$ cat src/rtl/pwm_trip_pkg.sv
package pwm_trip_pkg;

    typedef enum logic {
        TG_RUN     = 1'b0,
        TG_TRIPPED = 1'b1
    } trip_state_e;

    typedef struct packed {
        logic auto_recover;
        logic clear;
        logic period_tick;
    } release_req_t;

    function automatic logic fault_is_active(input logic level, input logic active_low);
        return level ^ active_low;
    endfunction

    function automatic logic release_ok(input release_req_t req, input logic fault);
        return !fault && (req.auto_recover ? req.period_tick : req.clear);
    endfunction

endpackage

$ cat src/rtl/trip_sync.sv
module trip_sync #(
    parameter int STAGES = 2
) (
    input  logic clk,
    input  logic rst,
    input  logic pin_i,
    input  logic active_low_i,
    output logic fault_o
);
    import pwm_trip_pkg::*;

    logic [STAGES-1:0] chain;

    generate
        if (STAGES == 1) begin : g_single
            always_ff @(posedge clk) begin
                if (rst) chain <= '0;
                else     chain <= pin_i;
            end
        end else begin : g_multi
            always_ff @(posedge clk) begin
                if (rst) chain <= '0;
                else     chain <= {chain[STAGES-2:0], pin_i};
            end
        end
    endgenerate

    assign fault_o = fault_is_active(chain[STAGES-1], active_low_i);

endmodule

$ cat src/rtl/trip_fsm.sv
module trip_fsm (
    input  logic                        clk,
    input  logic                        rst,
    input  logic                        fault_i,
    input  pwm_trip_pkg::release_req_t  req_i,
    output logic                        tripped_o
);
    import pwm_trip_pkg::*;

    trip_state_e state_q, state_d;

    always_comb begin
        state_d = state_q;
        case (state_q)
            TG_RUN:     if (fault_i)                state_d = TG_TRIPPED;
            TG_TRIPPED: if (release_ok(req_i, fault_i)) state_d = TG_RUN;
            default:    state_d = TG_TRIPPED;
        endcase
    end

    always_ff @(posedge clk) begin
        if (rst) state_q <= TG_TRIPPED;
        else     state_q <= state_d;
    end

    assign tripped_o = (state_q == TG_TRIPPED);


    trip_entry_chk: assert property (@(posedge clk) disable iff (rst)
        (!tripped_o && fault_i) |=> tripped_o);


    hold_while_fault_chk: assert property (@(posedge clk) disable iff (rst)
        (tripped_o && fault_i) |=> tripped_o);


    auto_hold_chk: assert property (@(posedge clk) disable iff (rst)
        (tripped_o && req_i.auto_recover && !req_i.period_tick) |=> tripped_o);


    manual_hold_chk: assert property (@(posedge clk) disable iff (rst)
        (tripped_o && !req_i.auto_recover && !req_i.clear) |=> tripped_o);

endmodule

$ cat src/rtl/trip_gate_mux.sv
module trip_gate_mux #(
    parameter int NUM_GATES = 4
) (
    input  logic                 tripped_i,
    input  logic                 safe_hiz_i,
    input  logic [NUM_GATES-1:0] gate_i,
    output logic [NUM_GATES-1:0] gate_o,
    output logic [NUM_GATES-1:0] gate_oe_o
);
    generate
        for (genvar g = 0; g < NUM_GATES; g++) begin : g_lane
            assign gate_o[g]    = tripped_i ? 1'b0 : gate_i[g];
            assign gate_oe_o[g] = tripped_i ? !safe_hiz_i : 1'b1;
        end
    endgenerate

endmodule

$ cat src/rtl/pwm_trip_guard.sv
module pwm_trip_guard #(
    parameter int NUM_GATES   = 4,
    parameter int SYNC_STAGES = 2
) (
    input  logic                 clk,
    input  logic                 rst,
    input  logic                 fault_async_i,
    input  logic                 fault_active_low_i,
    input  logic                 recover_auto_i,
    input  logic                 safe_hiz_i,
    input  logic                 clear_i,
    input  logic                 period_tick_i,
    input  logic [NUM_GATES-1:0] gate_i,
    output logic [NUM_GATES-1:0] gate_o,
    output logic [NUM_GATES-1:0] gate_oe_o,
    output logic                 tripped_o
);
    import pwm_trip_pkg::*;

    logic         fault_sync;
    release_req_t req;

    assign req.auto_recover = recover_auto_i;
    assign req.clear        = clear_i;
    assign req.period_tick  = period_tick_i;

    trip_sync #(.STAGES(SYNC_STAGES)) u_sync (
        .clk          (clk),
        .rst          (rst),
        .pin_i        (fault_async_i),
        .active_low_i (fault_active_low_i),
        .fault_o      (fault_sync)
    );

    trip_fsm u_fsm (
        .clk       (clk),
        .rst       (rst),
        .fault_i   (fault_sync),
        .req_i     (req),
        .tripped_o (tripped_o)
    );

    trip_gate_mux #(.NUM_GATES(NUM_GATES)) u_mux (
        .tripped_i  (tripped_o),
        .safe_hiz_i (safe_hiz_i),
        .gate_i     (gate_i),
        .gate_o     (gate_o),
        .gate_oe_o  (gate_oe_o)
    );


    reset_trip_chk: assert property (@(posedge clk) disable iff (rst)
        $past(rst) |-> tripped_o);


    safe_low_chk: assert property (@(posedge clk) disable iff (rst)
        (tripped_o && !safe_hiz_i) |-> (gate_o == '0 && gate_oe_o == '1));


    safe_hiz_chk: assert property (@(posedge clk) disable iff (rst)
        (tripped_o && safe_hiz_i) |-> (gate_oe_o == '0 && gate_o == '0));


    pass_through_chk: assert property (@(posedge clk) disable iff (rst)
        !tripped_o |-> (gate_o == gate_i && gate_oe_o == '1));

endmodule

$ cat config.mk
export PLATFORM = sky130hd
export DESIGN_NAME = pwm_trip_guard
export DESIGN_NICKNAME = d
export VERILOG_FILES = /design/src/rtl/pwm_trip_pkg.sv /design/src/rtl/trip_sync.sv /design/src/rtl/trip_fsm.sv /design/src/rtl/trip_gate_mux.sv /design/src/rtl/pwm_trip_guard.sv
export SDC_FILE = /design/constraint.sdc
export NUM_CORES = 1
export LEC_CHECK = 0
export BUFFER_PORTS_ARGS = -buffer_cell sky130_fd_sc_hd__buf_2
export CAP_MARGIN = 20
export CORE_AREA = 3 3 40 42
export CTS_CLUSTER_SIZE = 20
export DETAILED_ROUTE_END_ITERATION = 6
export DIE_AREA = 0 0 43 45
export GPL_TIMING_DRIVEN = 1
export PLACE_DENSITY = 0.44
export SYNTH_ARGS = -nofsm -noshare
export SYNTH_HDL_FRONTEND = slang
export SYNTH_SLANG_ARGS = --single-unit
$ cat constraint.sdc
create_clock -name clk -period 0.8 [get_ports clk]
set_input_delay 0.12 -clock clk [delete_from_list [all_inputs] [get_ports clk]]
set_output_delay 0.12 -clock clk [all_outputs]
set_load 0.05 [all_outputs]
==> impl_metrics.toml <==
[run_status]
status = "finished, violations left"
failed_checks = "negative setup slack"

[floorplanning]
die_area_um2 = 1940
rows = 13
core_um2 = 1280
io_pins = 21
die_y_um = 45
die-width_um = 43
initial_core_util_pct = 11.8

[synthesis]
ys_warn_count = 0
synth_fp_nets = 28
ys_seq_elements = 3
netlist_instances = 16
netlist_area_um2 = 151
synth_area_per_cell_um2 = 9.46
synth_cell_types = 7
ys_seq_area_share_pct = 39.7

[min_path]
min_path_type = "input port to register"

[final_layout]
drive_above_1_share_pct = 81.1
syn_to_final_growth_pct = 155
design_area_um2 = 385
antennaDiodeCount = 0
final_nets = 50

[timing]
setup_viol = 9
final_max_slew_viol_count = 0
slew_headroom_pct = 87.3
clock_skew_ns = 0.00112
tightest_slew_ns = 0.191
hold_ws_ns = 0.0787
fmax_mhz = 960
post-route-min-period_ns = 1.04
fin_ws_ns = -0.242
fin_crit_sh_pct = 130
report.final.hold_viol_count = 0
rsz0062_at_grt = "true"

[clock_tree]
clock_sinks = 3
numCtsBuffers = 3
cts_setup_buffers = 0
cts_buffer_depth = 2
ctsHoldBuffers = 0
clock_latency_ns = 0.23
ctsRootBufferMaster = "clkbuf_4"
htreeDepth = 1
cts_tree = "yes"
clk_pin_slew_ns = 0.04

[setup_path]
path_class = "register to primary output"
crit_chain = "nand2_8, buf_6"
worstPathRequired_ns = 0.68
startpoint_type = "register"
worst_path_max_delay_cell = "dfxtp_4"
slowest_delay_ns = 0.45
worstPathArrival_ns = 0.92
crit_path_max_fanout = 7
worst_setup_path_end_kind = "primary output"

[power]
p_seq_share_pct = 25.9
p_per_area_nw_per_um2 = 1770
leakagePower_nw = 0.189
vdd_drop_max_mv = 0.905
clkPwrFrac_pct = 39.9
p_sw_mw = 0.236
swShare_pct = 34.6
combPwrFrac_pct = 34.3
p_int_mw = 0.446

[grt]
grt_overflow_total = 0
grt_pass1_wl_um = 834
grt_usage_pct = 6.41
grt_pass1_vias = 193
antenna_found_initial = 0
grt_max_degree = 8

[routing]
drtPass1Iterations = 2
via_per_inst = 3.71
wl_per_cell_um = 8.77
vias = 193
routed_wirelength_um = 456
drc = 0
drt_iter0_markers = 1
ant_nets = 0

[place]
pre_cts_slack_ns = -0.0799
dpl-instance-area_um2 = 298
numPortBuffers = 20
gp_congestion = 0.628

[run]
maxCapViolCount = 0
[worst max-delay path: cells and delay by family (launching register included)]
kind	cells	cell delay, ns
flops	1	0.45
buf+inv	1	0.15
simple gates	1	0.08
[synthesized netlist by cell type (all sizes together)]
| master | instances | area, um2 |
|---|---|---|
| a211o | 1 | 8.76 |
| buf | 3 | 22.5 |
| dfxtp | 3 | 60.1 |
| mux2i | 1 | 10.0 |
| nand2 | 1 | 3.75 |
| nor2b | 6 | 37.5 |
| xor2 | 1 | 8.76 |
[flip-flops by register name, indices dropped and copies added (netlist names)]
name and flops:
u_sync.chain 2, u_fsm.tripped_o 1
[per-layer routing]
| metal | track usage (%) | part of all wire (%) |
|---|---|---|
| met5 | 0 | 0 |
| met4 | 3.61 | 0 |
| met3 | 5.98 | 24 |
| met2 | 9.88 | 44 |
| met1 | 5.53 | 32 |
[power by group through the flow]
stage / Combinational, mW / Clock [mW] / Sequential (mW)
final: 0.234 / 0.272 / 0.176
after global routing: 0.245 / 0.313 / 0.178
after CTS: 0.228 / 0.286 / 0.177
after detailed placement: 0.192 / 0 / 0.179
after global placement: 0.194 / 0 / 0.178
after floorplan: 0.149 / 0 / 0.189
[timing repair]
action / 4_1_cts / 5_1_grt
gates resized for setup: 18 / 2
hold endpoints to repair: 0 / 0
pin swaps: 1 / 0
setup endpoints to repair: 10 / 10
cloned: 0 / 0
[path summary, 6_finish.rpt]
kind / from / slack, ns / cells past startpoint / end
worst min register to register: u_sync.chain[0] / 0.43 / 1 / u_sync.chain[1]
worst min-delay path: rst / 0.08 / 2 / u_sync.chain[1]
worst max register to register: u_fsm.tripped_o / 0.02 / 1 / u_fsm.tripped_o
worst max-delay path: u_fsm.tripped_o / -0.24 / 2 / gate_oe_o[1]
[final cells by class]
class | count | area, um2
fillers | 131 | 900
multi-input cells | 10 | 115
flip-flops and latches | 3 | 65.1
well taps | 15 | 18.8
repair buffers | 20 | 160
clock buffers | 4 | 26.3
[metrics by stage]
stage	instances	setup TNS (ns)	util [%]	total power, mW
finish	52	-2.13	30.0	0.682
global route	52	-2.58	30.0	0.736
detailed placement	48	-0.552	23.2	0.371
floorplan	16	-0.789	-	0.338
global placement	48	-0.530	23.2	0.372
CTS	52	-2.24	29.4	0.691
[logic make-up after synthesis]
logic type,after synthesis,share of synthesized area [%]
AO/OA/AOI/OAI,1,5.79
XOR/XNOR,1,5.79
buffers and inverters,3,14.9
flip-flops,3,39.7
multiplexers,1,6.61
AND/OR/NAND/NOR,7,27.3
[cells in the final DEF, fill, tap and decap left out]
cell,instances
buf_2,11
buf_6,6
nor2b_4,4
clkbuf_4,3
nor2b_1,2
buf_8,2
nand2_8,1
mux2i_1,1
xor2_1,1
a211o_1,1
clkbuf_1,1
buf_4,1
dfxtp_4,1
dfxtp_1,1
dfxtp_2,1
Note: power is estimated with default switching activity, not from simulation.
